==> src/rtl/spi_cmd_pkg.sv <==
package spi_cmd_pkg;

    localparam int unsigned CMD_OP_W   = 4;
    localparam int unsigned CMD_ADDR_W = 4;
    localparam int unsigned CMD_DATA_W = 16;
    localparam int unsigned CMD_WORD_W = CMD_OP_W + CMD_ADDR_W + CMD_DATA_W;
    localparam int unsigned CMD_CNT_W  = $clog2(CMD_WORD_W + 1);

    localparam logic [CMD_OP_W-1:0] OP_NOP      = 4'd0;
    localparam logic [CMD_OP_W-1:0] OP_RD_STORE = 4'd9;
    localparam logic [CMD_OP_W-1:0] OP_RD_WIPER = 4'd10;

    typedef struct packed {
        logic [CMD_OP_W-1:0]   op;
        logic [CMD_ADDR_W-1:0] addr;
        logic [CMD_DATA_W-1:0] data;
    } cmd_fields_t;

    typedef struct packed {
        logic                  sclk_prev;
        logic                  csn_prev;
        logic [CMD_WORD_W-1:0] shift;
        logic [CMD_CNT_W-1:0]  cnt;
        logic                  exec;
        logic                  load_pend;
        cmd_fields_t           cmd;
    } core_state_t;

endpackage

==> src/rtl/spi_cmd_sync.sv <==
module spi_cmd_sync #(
    parameter int unsigned    W       = 3,
    parameter int unsigned    STAGES  = 2,
    parameter logic [W-1:0]   RST_VAL = '0
) (
    input  logic         clk,
    input  logic         rst_n,
    input  logic [W-1:0] d,
    output logic [W-1:0] q
);

    logic [W-1:0] stage_q [STAGES];

    for (genvar g = 0; g < STAGES; g++) begin : g_stage
        if (g == 0) begin : g_first
            always_ff @(posedge clk or negedge rst_n) begin
                if (!rst_n) stage_q[g] <= RST_VAL;
                else        stage_q[g] <= d;
            end
        end else begin : g_next
            always_ff @(posedge clk or negedge rst_n) begin
                if (!rst_n) stage_q[g] <= RST_VAL;
                else        stage_q[g] <= stage_q[g-1];
            end
        end
    end

    assign q = stage_q[STAGES-1];

endmodule

==> src/rtl/spi_cmd_decode.sv <==
module spi_cmd_decode
    import spi_cmd_pkg::*;
(
    input  logic [CMD_WORD_W-1:0] word,
    output cmd_fields_t           fields,
    output logic                  is_read,
    output logic                  is_nop
);

    always_comb begin
        fields  = cmd_fields_t'(word);
        is_read = (fields.op == OP_RD_STORE) || (fields.op == OP_RD_WIPER);
        is_nop  = (fields.op == OP_NOP);
    end

endmodule

==> src/rtl/spi_cmd_frontend.sv <==
module spi_cmd_frontend
    import spi_cmd_pkg::*;
#(
    parameter int unsigned SYNC_STAGES = 2
) (
    input  logic                  clk,
    input  logic                  rst_n,
    input  logic                  spi_sclk,
    input  logic                  spi_sdi,
    input  logic                  spi_csn,
    input  logic                  store_busy,
    input  logic [CMD_DATA_W-1:0] rd_data,
    output logic                  sdo,
    output logic                  sdo_oe,
    output logic                  cmd_exec,
    output logic [CMD_OP_W-1:0]   cmd_op,
    output logic [CMD_ADDR_W-1:0] cmd_addr,
    output logic [CMD_DATA_W-1:0] cmd_data
);

    localparam logic [CMD_CNT_W-1:0] FULL_CNT = CMD_CNT_W'(CMD_WORD_W);

    logic [2:0]  pins_raw;
    logic [2:0]  pins_s;
    logic        csn_s;
    logic        sclk_s;
    logic        sdi_s;
    logic        sclk_rise;
    logic        cs_rise;
    cmd_fields_t rx_fields;
    logic        rx_read;
    logic        rx_nop;
    core_state_t st_d;
    core_state_t st_q;

    assign pins_raw = {spi_csn, spi_sclk, spi_sdi};

    spi_cmd_sync #(
        .W       (3),
        .STAGES  (SYNC_STAGES),
        .RST_VAL (3'b100)
    ) u_sync (
        .clk   (clk),
        .rst_n (rst_n),
        .d     (pins_raw),
        .q     (pins_s)
    );

    assign csn_s  = pins_s[2];
    assign sclk_s = pins_s[1];
    assign sdi_s  = pins_s[0];

    spi_cmd_decode u_dec (
        .word    (st_q.shift),
        .fields  (rx_fields),
        .is_read (rx_read),
        .is_nop  (rx_nop)
    );

    always_comb begin
        st_d           = st_q;
        st_d.exec      = 1'b0;
        st_d.load_pend = 1'b0;
        st_d.sclk_prev = sclk_s;
        st_d.csn_prev  = csn_s;

        sclk_rise = sclk_s & ~st_q.sclk_prev;
        cs_rise   = csn_s & ~st_q.csn_prev;

        // bit capture while selected; counter saturates at one full word
        if (csn_s) begin
            st_d.cnt = '0;
        end else if (sclk_rise) begin
            st_d.shift = {st_q.shift[CMD_WORD_W-2:0], sdi_s};
            if (st_q.cnt != FULL_CNT) begin
                st_d.cnt = st_q.cnt + 1'b1;
            end
        end

        // execute decision on deselect
        if (cs_rise && (st_q.cnt == FULL_CNT) && !store_busy && !rx_nop) begin
            st_d.exec      = 1'b1;
            st_d.cmd       = rx_fields;
            st_d.load_pend = rx_read;
        end

        // readback replaces the data field of the outgoing word
        if (st_q.load_pend) begin
            st_d.shift[CMD_DATA_W-1:0] = rd_data;
        end
    end

    always_ff @(posedge clk or negedge rst_n) begin
        if (!rst_n) begin
            st_q           <= '0;
            st_q.sclk_prev <= 1'b0;
            st_q.csn_prev  <= 1'b1;
        end else begin
            st_q <= st_d;
        end
    end

    assign sdo      = st_q.shift[CMD_WORD_W-1];
    assign sdo_oe   = ~csn_s;
    assign cmd_exec = st_q.exec;
    assign cmd_op   = st_q.cmd.op;
    assign cmd_addr = st_q.cmd.addr;
    assign cmd_data = st_q.cmd.data;

endmodule

==> config.mk <==
export PLATFORM = sky130hd
export DESIGN_NAME = spi_cmd_frontend
export DESIGN_NICKNAME = d
export VERILOG_FILES = /design/src/rtl/spi_cmd_pkg.sv /design/src/rtl/spi_cmd_sync.sv /design/src/rtl/spi_cmd_decode.sv /design/src/rtl/spi_cmd_frontend.sv
export SDC_FILE = /design/constraint.sdc
export NUM_CORES = 1
export LEC_CHECK = 0
export ABC_CLOCK_PERIOD_IN_PS = 2600
export BUFFER_PORTS_ARGS = -buffer_cell sky130_fd_sc_hd__buf_2
export CORE_MARGIN = 4
export CORE_UTILIZATION = 41
export CTS_CLUSTER_SIZE = 25
export DETAILED_ROUTE_END_ITERATION = 16
export RECOVER_POWER = 25
export SKIP_CTS_REPAIR_TIMING = 1
export SLEW_MARGIN = 10
export SYNTH_ARGS = -nofsm -noshare
export SYNTH_HDL_FRONTEND = slang
export SYNTH_SLANG_ARGS = --single-unit
==> constraint.sdc <==
create_clock -name clk -period 2.6 [get_ports clk]
set_input_delay 0.26 -clock clk [delete_from_list [all_inputs] [get_ports clk]]
set_output_delay 0.26 -clock clk [all_outputs]
set_load 0.005 [all_outputs]
==> metrics.md <==
| Metric | Value |
|---|---|
| First-pass GRT wire length | 7.78 mm |
| Max-slew violations | 64 |
| Total Power | 2.30 mW |
| Synthesized cell area | 2730 µm² |
| Final net count | 267 |
| IO Pins | 49 |
| Final TNS setup | 0 ps |
| Total gr overflow | 0 |
| Tot GR Track Use | 13.1% |
| Worst Setup SP | u_sync.q[2] |
| Hold Crit Class | input port to flip-flop |
| Layout cells sized above 1 | 39.9% |
| Largest net degree at the start of global routing | 64 |
| RSZ-0062 raised after global routing | no |
| Crit path capture | cmd_op[1] |
| CTS Buf Count | 9 |
| Initial Util | 42.5% |
| DRC violations left | 0 |
| Critical path fanouts, max | 25 |
| ANT nets after route | 0 |
| CTS clk-pin slew, worst paths | 60 ps |
| Failing checks | max-capacitance violations, max-slew violations |
| Drt wl/cell | 14.4 µm |
| DR vias | 1583 |
| WHS Path Cells | 1 |
| Worst EP required | 2810 ps |
| Synth top area share | 55.0% |
| FF-to-FF path depth | 4 |
| Syn Nets | 238 |
| Worst-Skew Late Latency | 330 ps |
| Routed wire length | 4.69 mm |
| Ranking of synthesized cells by area | dfrtp_1 (55%), mux2_2 (12%), buf_4 (7.4%), mux2i_1 (5.9%), o21ai_0 (4.0%) |
| Max clock buf depth | 2 |
| Vias in the first global route | 1631 |
| Met2 usage | 19.3% |
| Critical path capture point type | flip-flop |
| Clk sinks | 63 |
| Post-synth ARST share | 100% |
| #FFs+latches synth | 63 |
| Final Critical Period | 1990 ps |
| Lkg Pwr | 1.41 nW |
| Root Driver | clkbuf_8 |
| Area Overhead vs Synth | 12.6% |
| Final Setup Violations | 0 |
| Met1 GRT Util | 17.4% |
| Seq. cell area | 1580 µm² |
| Placement row count | 29 |
| DR vias/cell | 4.87 |
| TritonCTS clock tree | built |
| Fin Hold WS | 37.2 ps |
| Fin. Hold Viols | 0 |
| DRT iter0 DRCs | 89 |
| Routability congestion estimate | 0.713 |
| Post-synth EDFFs | 0 |
| Cell variety after synth | 29 |
| Startpoint Class | flip-flop |
| GRT Max-Usage Layer | met2 |
| Worst Max-Slew Pin Slew | 1510 ps |
| Core Box Area | 6420 µm² |
| Multi-input logic area | 888 µm² |
| Filler cells | 579 |
| RR Startpoint | u_sync.q[2] |
| Cells after Synth | 214 |
| Met3 Use GR | 3.13% |
| Drt pass-1 iters | 5 |
| Max-cap violations | 1 |
| Period utilization | 76.7% |
| H-tree depth | 3 |
| Flop-to-flop setup slack | 610 ps |
| Max Freq | 0.502 GHz |
| Top cells by count, synth | dfrtp_1 (60), mux2_2 (29), buf_4 (27) |
| Reg-to-Reg End | cmd_op[1] |
| Final Skew | 7.57 ps |
| Peak supply drop | 0.000320 V |
| Worst Setup Path Type | flip-flop to flip-flop |
| Die area | 8020 µm² |
| Most used standard cell by instance count after synthesis | dfrtp_1 |
| Initial antenna violation count | 0 |
| Chip height | 89.6 µm |
| DP HPWL | 3.10 mm |
| Most used flip-flop cell after synthesis | dfrtp_1 |
| Synth warn | 0 |
| Port-buffer cells | 48 |
| Die X | 89.6 µm |
| Critical path arrival | 2200 ps |
| Status | complete, but fails checks |
| Slew HR | -0.876% |
| Antenna diodes | 0 |
| Sequential share of the synthesized area | 57.9% |
| PwrDens | 750 nW/µm² |
| Mean Syn Cell Area | 12.7 µm² |
| Biggest area consumer among synthesized cells | dfrtp_1 |
power by group:
part           switching (mW)  internal, mW  leakage [nW]
logic                  0.0825        0.0950         0.540
registers              0.0965          1.08         0.759
clock network           0.356         0.592         0.114
total                   0.535          1.77          1.41
metal layers:
metal  share of wire, %  vias up
li1                   -      768
met1                 46      771
met2                 47       36
met3                4.2        8
met4                2.2        0
met5                  0        -
cell usage in the layout (no fill, tap or decap), types with 2 or more instances in the layout:
cell | Yosys | layout
mux2i_1 | 16 | 16
dfstp_2 | 3 | 2
dfrtp_1 | 60 | 60
inv_1 | 6 | 6
buf_4 | 27 | 2
ha_1 | 2 | 2
bufinv_16 | 0 | 2
clkbuf_1 | 3 | 2
mux2_2 | 29 | 29
nand3_1 | 3 | 3
or3_1 | 2 | 2
nand2_1 | 19 | 19
a21oi_1 | 5 | 5
clkbuf_8 | 0 | 11
buf_2 | 1 | 48
o21ai_0 | 22 | 22
final cells by class:
cell class                 instances  share of cell area (%)
clock buffer                      13                    5.17
timing repair buffer              51                    8.47
sequential                        63                    51.4
multi-input combinational        112                    28.9
inverter                           6                   0.733
tap                               77                    3.14
clock inverter                     3                    2.12
worst max-delay path, cell delays in order (launching register included):
cell	delay (ps)
dfstp_1	700
inv_1	150
nor4b_4	280
buf_4	360
mux2_2	380
per-stage QoR:
stage	instance area (µm²)	instances	utilization, %	setup slack [ps]
finish	3070	325	47.8	607
global route	3070	325	47.8	490
CTS	3070	325	47.9	639
detailed placement	2850	309	44.4	657
global placement	2850	309	44.4	692
floorplan	2730	214	-	716
flip-flops by register name, summed over array words and instances (netlist names):
name / count
st_q: 31
cmd_data: 16
cmd_addr: 4
cmd_op: 4
u_sync.q: 3
u_sync.stage_q: 3
cmd_exec: 1
sdo: 1
kinds of logic (layout without fill, tap and decap cells):
group,count (synthesis),in the layout,share of synthesized area (%)
DFF,63,63,57.9
muxes,46,46,18.3
buffers and inverters,39,73,9.68
and+or+nand+nor,35,35,7.71
AOI/OAI and AO/OA,28,28,5.18
adders and majority gates,2,2,0.917
xor gates and xnor gates,1,1,0.321
how the worst min path moves through the flow:
stage / startpoint / endpoint / slack [ps]
CTS: spi_csn / u_sync.stage_q[5] / 20
global placement: u_sync.stage_q[3] / u_sync.q[0] / 330
floorplan: rst_n / cmd_addr[0] / -40
detailed placement: u_sync.stage_q[4] / u_sync.q[1] / 330
global route: spi_csn / u_sync.stage_q[5] / 10
finish: spi_csn / u_sync.stage_q[5] / 40
(Power assumes the default switching activity.)
